[config.mk]
export PLATFORM = sky130hd
export DESIGN_NAME = flash_cmd_decoder
export DESIGN_NICKNAME = d
export VERILOG_FILES = /design/src/rtl/fcd_pkg.sv /design/src/rtl/strobe_rise.sv /design/src/rtl/bus_capture.sv /design/src/rtl/cmd_seq_fsm.sv /design/src/rtl/cfg_reg.sv /design/src/rtl/flash_cmd_decoder.sv
export SDC_FILE = /design/constraint.sdc
export NUM_CORES = 1
export LEC_CHECK = 0
export ABC_AREA = 0
export BUFFER_PORTS_ARGS = -buffer_cell sky130_fd_sc_hd__buf_4
export CAP_MARGIN = 20
export CORE_UTILIZATION = 28
export CTS_CLUSTER_DIAMETER = 60
export DETAILED_ROUTE_END_ITERATION = 12
export PLACE_DENSITY = 0.56
export RECOVER_POWER = 50
export SLEW_MARGIN = 20
export SYNTH_ARGS = -nofsm -noshare
export SYNTH_HDL_FRONTEND = slang
export SYNTH_SLANG_ARGS = --single-unit
[constraint.sdc]
create_clock -name clk_i -period 2.3 [get_ports clk_i]
set_input_delay 0.46 -clock clk_i [delete_from_list [all_inputs] [get_ports clk_i]]
set_output_delay 0.46 -clock clk_i [all_outputs]
set_load 0.005 [all_outputs]
[src/rtl/fcd_pkg.sv]
package fcd_pkg;
  typedef enum logic [2:0] {
    M_ARRAY    = 3'd0,
    M_UNLK1    = 3'd1,
    M_UNLK2    = 3'd2,
    M_CFG_LOAD = 3'd3,
    M_CFG_READ = 3'd4,
    M_CFG_PEND = 3'd5,
    M_AUTOSEL  = 3'd6,
    M_FAULT    = 3'd7
  } mode_e;

  localparam int unsigned KEY_AW = 12;

  localparam logic [KEY_AW-1:0] ADR_KEY1 = 12'h555;
  localparam logic [KEY_AW-1:0] ADR_KEY2 = 12'h2AA;
  localparam logic [KEY_AW-1:0] ADR_CFG  = 12'h000;

  localparam logic [7:0] CMD_KEY1    = 8'hAA;
  localparam logic [7:0] CMD_KEY2    = 8'h55;
  localparam logic [7:0] CMD_CFG_WR  = 8'hD0;
  localparam logic [7:0] CMD_CFG_RD  = 8'hC6;
  localparam logic [7:0] CMD_AUTOSEL = 8'h90;
  localparam logic [7:0] CMD_RESET   = 8'hF0;
endpackage

[src/rtl/strobe_rise.sv]
module strobe_rise (
  input  logic clk_i,
  input  logic rst_ni,
  input  logic strobe_ni,
  output logic rise_o
);
  logic q;

  always_ff @(posedge clk_i or negedge rst_ni) begin
    if (!rst_ni) q <= 1'b1;
    else         q <= strobe_ni;
  end

  assign rise_o = strobe_ni & ~q;
endmodule

[src/rtl/bus_capture.sv]
module bus_capture #(
  parameter int unsigned AW = 12
) (
  input  logic          clk_i,
  input  logic          rst_ni,
  input  logic          adv_ni,
  input  logic          we_ni,
  input  logic [AW-1:0] addr_i,
  output logic [AW-1:0] addr_q_o,
  output logic          wr_evt_o
);
  logic adv_rise;

  strobe_rise u_adv (
    .clk_i    (clk_i),
    .rst_ni   (rst_ni),
    .strobe_ni(adv_ni),
    .rise_o   (adv_rise)
  );

  strobe_rise u_we (
    .clk_i    (clk_i),
    .rst_ni   (rst_ni),
    .strobe_ni(we_ni),
    .rise_o   (wr_evt_o)
  );

  always_ff @(posedge clk_i or negedge rst_ni) begin
    if (!rst_ni)       addr_q_o <= '0;
    else if (adv_rise) addr_q_o <= addr_i;
  end
endmodule

[src/rtl/cmd_seq_fsm.sv]
module cmd_seq_fsm
  import fcd_pkg::*;
(
  input  logic              clk_i,
  input  logic              rst_ni,
  input  logic              wr_evt_i,
  input  logic [KEY_AW-1:0] wr_addr_i,
  input  logic [7:0]        wr_cmd_i,
  input  logic              busy_i,
  input  logic              err_i,
  output mode_e             mode_o,
  output logic              load_o
);
  mode_e mode_q, mode_d;
  logic  at_key1, is_rst;

  assign at_key1 = (wr_addr_i == ADR_KEY1);
  assign is_rst  = (wr_cmd_i == CMD_RESET);

  always_comb begin
    mode_d = mode_q;
    load_o = 1'b0;
    if (busy_i && err_i) begin
      mode_d = M_FAULT;
    end else if (wr_evt_i) begin
      unique case (mode_q)
        M_ARRAY: mode_d = (at_key1 && wr_cmd_i == CMD_KEY1) ? M_UNLK1 : M_ARRAY;
        M_UNLK1: mode_d = (wr_addr_i == ADR_KEY2 && wr_cmd_i == CMD_KEY2) ? M_UNLK2 : M_ARRAY;
        M_UNLK2: begin
          mode_d = M_ARRAY;
          if (at_key1) begin
            unique case (wr_cmd_i)
              CMD_CFG_WR:  mode_d = busy_i ? M_ARRAY : M_CFG_LOAD;
              CMD_CFG_RD:  mode_d = M_CFG_READ;
              CMD_AUTOSEL: mode_d = M_AUTOSEL;
              default:     mode_d = M_ARRAY;
            endcase
          end
        end
        M_CFG_LOAD: begin
          // any word at the config address is data, even F0h
          if (wr_addr_i == ADR_CFG && !busy_i) begin
            load_o = 1'b1;
            mode_d = M_CFG_PEND;
          end else begin
            mode_d = M_ARRAY;
          end
        end
        default: mode_d = is_rst ? M_ARRAY : mode_q;
      endcase
    end
  end

  always_ff @(posedge clk_i or negedge rst_ni) begin
    if (!rst_ni) mode_q <= M_ARRAY;
    else         mode_q <= mode_d;
  end

  assign mode_o = mode_q;
endmodule

[src/rtl/cfg_reg.sv]
module cfg_reg #(
  parameter int unsigned      DW        = 16,
  parameter logic [DW-1:0]    RESET_VAL = '0
) (
  input  logic          clk_i,
  input  logic          rst_ni,
  input  logic          load_i,
  input  logic [DW-1:0] d_i,
  output logic [DW-1:0] q_o
);
  always_ff @(posedge clk_i or negedge rst_ni) begin
    if (!rst_ni)     q_o <= RESET_VAL;
    else if (load_i) q_o <= d_i;
  end
endmodule

[src/rtl/flash_cmd_decoder.sv]
module flash_cmd_decoder
  import fcd_pkg::*;
#(
  parameter int unsigned   AW        = 12,
  parameter int unsigned   DW        = 16,
  parameter logic [DW-1:0] CFG_RESET = 16'h1C42,
  parameter int unsigned   SYNC_BIT  = 15
) (
  input  logic          clk_i,
  input  logic          rst_ni,
  input  logic          adv_ni,
  input  logic          we_ni,
  input  logic          oe_ni,
  input  logic [AW-1:0] addr_i,
  input  logic [DW-1:0] wdata_i,
  input  logic          busy_i,
  input  logic          err_i,
  output logic [DW-1:0] rdata_o,
  output logic          sync_mode_o,
  output logic [2:0]    mode_o
);
  logic [AW-1:0] addr_q;
  logic          wr_evt;
  logic          cfg_load;
  logic [DW-1:0] cfg_q;
  mode_e         mode;

  bus_capture #(.AW(AW)) u_cap (
    .clk_i   (clk_i),
    .rst_ni  (rst_ni),
    .adv_ni  (adv_ni),
    .we_ni   (we_ni),
    .addr_i  (addr_i),
    .addr_q_o(addr_q),
    .wr_evt_o(wr_evt)
  );

  cmd_seq_fsm u_fsm (
    .clk_i    (clk_i),
    .rst_ni   (rst_ni),
    .wr_evt_i (wr_evt),
    .wr_addr_i(addr_q[KEY_AW-1:0]),
    .wr_cmd_i (wdata_i[7:0]),
    .busy_i   (busy_i),
    .err_i    (err_i),
    .mode_o   (mode),
    .load_o   (cfg_load)
  );

  cfg_reg #(.DW(DW), .RESET_VAL(CFG_RESET)) u_cfg (
    .clk_i (clk_i),
    .rst_ni(rst_ni),
    .load_i(cfg_load),
    .d_i   (wdata_i),
    .q_o   (cfg_q)
  );

  assign rdata_o     = (!oe_ni && mode == M_CFG_READ && addr_q[KEY_AW-1:0] == ADR_CFG) ? cfg_q : '0;
  assign sync_mode_o = cfg_q[SYNC_BIT];
  assign mode_o      = mode;
endmodule

Word-level counts from Yosys, hierarchy flattened --
Cells that the tools add are included.
Word-level totals: bits in registers 33, bits in latches 0, bits in writable memories 0, memory bits (read-only) 0, output and inout bits 20, word-level logic and storage cells 49, memories kept 0
Cells by class: add/sub/neg operators 0, $mul 0, divide/modulo/power cells 0, magnitude comparators 0, equality and inequality tests 12, shift-type cells 0, muxes and demuxes 15, bitwise operators 4, reductions and logical operators 13
Operators by type and width (number):
- equality test 8 bit, second input constant | 5
- 2-to-1 mux 16 bit | 1
- 2-to-1 mux 3 bit | 5
- equality test 12 x 10 -> 1 bit, second input constant | 1
- equality test 12 x 11 -> 1 bit, second input constant | 1
- zero test 12 bit | 1
- one-hot mux 3 bit (4 select lines) | 1
- one-hot mux 3 bit (3 select lines) | 1
- equality test 8 x 7 -> 1 bit, second input constant | 1
- equality test 3 x 2 -> 1 bit, second input constant | 2
- logical AND 1 bit | 6
- nonzero test 6 bit | 1
- 2-to-1 mux 1 bit | 5
- 2-to-1 mux 2 bit | 2
- equality test 3 x 1 -> 1 bit, second input constant | 1
- equality test 3 bit, second input constant | 1
- zero test 3 bit | 1
- bitwise AND 1 bit | 2
- zero test 1 bit | 2
- inverter 1 bit | 2
- AND reduction 2 bit | 1
- nonzero test 2 bit | 1

Logic depth before layout (Yosys ltp) --
depth after elaboration 6, depth in mapped cells 6, gate-level depth less buffers 5

Cells and area by module --
From an unflattened synthesis, not the netlist that was laid out.
Second synthesis, totals: cells, all modules 133, area total of the unflattened synthesis 1774.2 um2
Modules (own cells, without submodules):
- cfg_reg | times used 1, cells each 34, area an instance 655.6 um2, seq. area each 406.6 um2
- bus_capture | times used 1, cells each 25, area an instance 484.2 um2, seq. area each 300.3 um2
- cmd_seq_fsm | times used 1, cells each 48, area an instance 397.9 um2, seq. area each 75.1 um2
- flash_cmd_decoder | times used 1, cells each 22, area an instance 156.4 um2, seq. area each 0.0 um2
- strobe_rise | times used 2, cells each 2, area an instance 40.0 um2, seq. area each 26.3 um2

Worst setup path before layout --
Ideal clock, no wire load.
path type register to output, start point reg u_cap.addr_q_o[1], end point out rdata_o[10], arrival time 1474 ps, data required time 1840 ps, setup slack 366 ps, stages on the path, launching flop included 6, buffers on the path 1, path through dfrtp_1 nor4_4 nand2b_2 nor4_4 clkbuf_2 and2_1
Between the ends: longest elaborated chain between the ends 3
Ends and longest elaborated chain:
- start: declaration | RTL line bus_capture.sv:9 | output logic [AW-1:0] addr_q_o,
- start signal: assignment | RTL line bus_capture.sv:30 | else if (adv_rise) addr_q_o <= addr_i;
- zero test 12 bit | RTL line flash_cmd_decoder.sv:58 | assign rdata_o = (!oe_ni && mode == M_CFG_READ && addr_q[KEY_AW-1:0] == ADR_CFG) ? cfg_q : '0;
- logical AND 1 bit | RTL line flash_cmd_decoder.sv:58
- 2-to-1 mux 16 bit | RTL line flash_cmd_decoder.sv:58
- end: declaration | RTL line flash_cmd_decoder.sv:18 | output logic [DW-1:0] rdata_o,
No other way between the ends.

Worst setup path in the final report --
start point reg u_cap.addr_q_o[10], end point out rdata_o[12]
The elaborated chain is that of the path after synthesis.

==> reports/metrics.sh <==
SYNTH_ENABLE_FLOP_CELLS=0
PERIOD_MINUS_SLACK_NS=2.30
POSTLAYOUTCOREUTIL_PCT=41.9
FINAL.SETUP_SKEW_NS=0.00566
START_UTIL_PCT=29.7
MAPPEDNETLISTNETS=166
ANT_NETS=0
POSTLAYOUTSETUPSLACKWORST_NS=-0.00218
CLK_ROOT_BUFFER_CELL='sky130_fd_sc_hd__clkbuf_8'
FINAL_NET_COUNT=232
GP_CONGESTION=0.761
CTS-HTREE-LEVELS=2
COMMONEST_NON_FILL_NON_TAP_CELLS_IN_THE_LAYOUT='sky130_fd_sc_hd__buf_4 (46), sky130_fd_sc_hd__dfrtp_1 (26), sky130_fd_sc_hd__mux2_2 (19), sky130_fd_sc_hd__buf_6 (13), sky130_fd_sc_hd__and2_4 (11)'
HOLD_VIOLATIONS=0
GRT_OVERFLOW=0
PORT_BUFFERS=54
YS_WARN_COUNT=0
LEAKAGE_nW=1.11
CRITPATHCAPTURETYPE='output port'
REGTOREGSTARTPOINT='u_cap.addr_q_o[10]$_DFFE_PN0P_'
SYNTHESIS.AREA_UM2=1670
HOLDCRITPATHCLASS='primary input to flop'
GRT_PASS1_VIAS=1249
ANTENNA_FOUND_INITIAL=0
CRITPATHKIND='flop to output port'
REPORT.FINAL.SETUP_VIOL=2
TIMING.CRITICAL_PATH.FROM_TYPE='flop'
SYNTH.AVG_CELL_AREA_UM2=12.8
POSTSYNTH.TOPFLOPCELL='sky130_fd_sc_hd__dfrtp_1'
SYNTH_CELL_TYPE_COUNT=36
DRV_SLEW=34
FINALSETUPTNS_NS=-0.00332
WORST-R2R-SETUP-SLACK_NS=0.35
NUMCTSBUFFERS=5
IOS=55
STD_CELL_ROWS=27
TIMING.CRITICAL_PATH.REQUIRED_NS=1.84
RUN_STATUS='complete, but fails checks'
MAX_FREQ_GHz=0.434
ROUTED_WL_UM=3710
VIA_COUNT=1293
ANTENNA_CELLS=0
DRT_DRC_VIOLATIONS_LEFT=0
FLOP_AND_LATCH_COUNT_OUT_OF_SYNTHESIS=33
SYNTH.YOSYS.SEQ_AREA_SHARE_PCT=49.9
DETAILEDROUTE.FIRSTITERATIONVIOLATIONS=57
GRT_SETUP_UNREPAIRED='yes'
SLEW-LIMIT-HEADROOM_PCT=-16.6
FAILED_CHECKS='capacitance limit, slew limit, setup timing'
FIRSTDRTPASSITERS=4
DIE_WIDTH_UM=79.3
GLOBAL_ROUTE_WIRE_LENGTH_BEFORE_REPAIR_UM=5880
OVERALL_ROUTING_RESOURCE_USAGE_PCT=12.4
WORST_HOLD_STARTPOINT='adv_ni'
ARRIVAL_NS=1.84
POWER.DENSITY_nW_PER_UM2=508
TIMING.MAX_CAP.VIOLATIONS=1
TRITONCTS='done'
POWER.IR.VDD_WORST_uV=349
FLOORPLAN.DIE.HEIGHT_UM=79.3
CTS.SINK_COUNT=33
MOST_COMMON_CELL_AFTER_LAYOUT_FILL_AND_TAPS_ASIDE='sky130_fd_sc_hd__buf_4'
TIMING_WORST_SLEW_PIN_VALUE_NS=1.75
FIN_CRIT_SH_PCT=100
CTS.REPORTEDPATHS.CLKPINSLEW_NS=0.07
LAYOUT-AREA-OVERHEAD-VS-SYNTH_PCT=41.2
FLOORPLAN.DIE_AREA_UM2=6290
CTSLONGESTPATHBUFFERS=2
POSTSYNTH.ASYNCRESETSHARE_PCT=100
POSTSYNTHCELLCOUNT=131
ROUTEDWLPERCELL_UM=13.8
CORE_AREA_UM2=5640
DETAIL_ROUTE.VIAS_PER_CELL=4.79
TIMING.CRITICAL_PATH.FROM='u_cap.addr_q_o[10]$_DFFE_PN0P_'
FINAL_LAYOUT_SIZE_SUFFIX_GT1_SHARE_PCT=61.1
MAXIMUM_NUMBER_OF_PINS_ON_ONE_NET_BEFORE_GLOBAL_ROUTE_REPAIR=34
WORSTPATHMAXFANOUT=8
WORST_SKEW_PAIR.LATE_LATENCY_NS=0.28
HPWLAFTERDP_UM=2690
where the power goes:
| part | switching [W] | leakage (nW) | internal [W] | total, W |
|---|---|---|---|---|
| combinational | 0.0000518 | 0.673 | 0.0000847 | 0.000136 |
| clock | 0.000207 | 0.0450 | 0.000209 | 0.000417 |
| sequential | 0.0000303 | 0.393 | 0.000616 | 0.000646 |
stage by stage:
stage               setup WS [ns]  hold WS (ns)  cell area (um2)  power [W]  std cells
floorplan                   0.366         0.164             1670   0.000705        131
global placement            0.240         0.428             2170   0.000785        257
detailed placement          0.248         0.429             2170   0.000787        257
CTS                      -0.00150         0.116             2290    0.00121        266
global route               -0.102         0.273             2360    0.00126        270
finish                   -0.00218         0.288             2360    0.00120        270
synthesized netlist by cell type (2+ instances only):
cell	n	area (um2)
sky130_fd_sc_hd__and2_1	17	106
sky130_fd_sc_hd__nand2_1	3	11.3
sky130_fd_sc_hd__nand4b_1	3	26.3
sky130_fd_sc_hd__inv_1	2	7.51
sky130_fd_sc_hd__dfrtp_1	26	651
sky130_fd_sc_hd__nand3_1	2	10.0
sky130_fd_sc_hd__nand4_1	2	12.5
sky130_fd_sc_hd__a21oi_1	2	10.0
sky130_fd_sc_hd__nor2_1	4	15.0
sky130_fd_sc_hd__dfstp_2	7	184
sky130_fd_sc_hd__and4b_1	2	20.0
sky130_fd_sc_hd__nor2b_1	2	12.5
sky130_fd_sc_hd__mux2_4	9	135
sky130_fd_sc_hd__nor4bb_1	2	20.0
sky130_fd_sc_hd__nor2_2	2	12.5
sky130_fd_sc_hd__mux2_2	19	214
sky130_fd_sc_hd__nand3b_1	2	15.0
sky130_fd_sc_hd__nor4_4	2	42.5
sky130_fd_sc_hd__nor4_1	5	31.3
sky130_fd_sc_hd__nand2b_1	2	12.5
cell type report:
| cell class | count | area [um2] |
|---|---|---|
| fillers | 561 | 3280 |
| multi-input cells | 93 | 841 |
| flip-flops and latches | 33 | 835 |
| repair buffers | 62 | 507 |
| well taps | 72 | 90.1 |
| clock buffers | 6 | 72.6 |
| clock inverters | 2 | 10.0 |
| inverters | 2 | 7.51 |
path summary, 6_finish.rpt:
check	to	cells past startpoint
worst min register to register	u_cfg.q_o[13]$_DFFE_PN0P_	1
worst min-delay path	u_cap.u_adv.q$_DFF_PN1_	1
max in group asynchronous	u_cap.addr_q_o[8]$_DFFE_PN0P_	1
worst max register to register	u_cfg.q_o[15]$_DFFE_PN0P_	7
min in group asynchronous	u_cfg.q_o[13]$_DFFE_PN0P_	1
worst max-delay path	rdata_o[12]	6
state kept, by name, indices dropped and copies added, names as in the netlist:
register	flops
u_cap.addr_q_o	12
u_cap.u_adv.q	1
u_cap.u_we.q	1
u_cfg.q_o	16
u_fsm.mode_o	3
repair_timing:
action                                  4_1_cts  5_1_grt
gates cloned                                  0        1
endpoints found under the setup margin       16       16
resized for setup                             9       18
pin swaps                                     2       13
setup buffers                                 1        3
hold buffers                                  0        0
routing by layer:
metal / part of all wire [%] / wire [um] / vias to the layer above / GRT usage, %
met5: 0 / 0 / - / 0
met4: 1.7 / 63 / 0 / 4.55
met3: 8.0 / 298 / 7 / 4.37
met2: 43 / 1600 / 53 / 18.4
met1: 47 / 1750 / 618 / 16.7
li1: - / - / 615 / -
worst max-delay path, stage by stage, from the launching register on:
cell	delay, ns
sky130_fd_sc_hd__dfrtp_1	0.39
sky130_fd_sc_hd__nor4_2	0.28
sky130_fd_sc_hd__nand2_1	0.15
sky130_fd_sc_hd__nor4_4	0.32
sky130_fd_sc_hd__buf_6	0.19
sky130_fd_sc_hd__and2_1	0.13
sky130_fd_sc_hd__buf_4	0.10
cells by family after synthesis:
logic type / synth area share, %
simple gates: 24.2
compound gates: 3.22
mux: 20.9
flops: 49.9
buf+inv: 1.87
(Power assumes the default switching activity.)
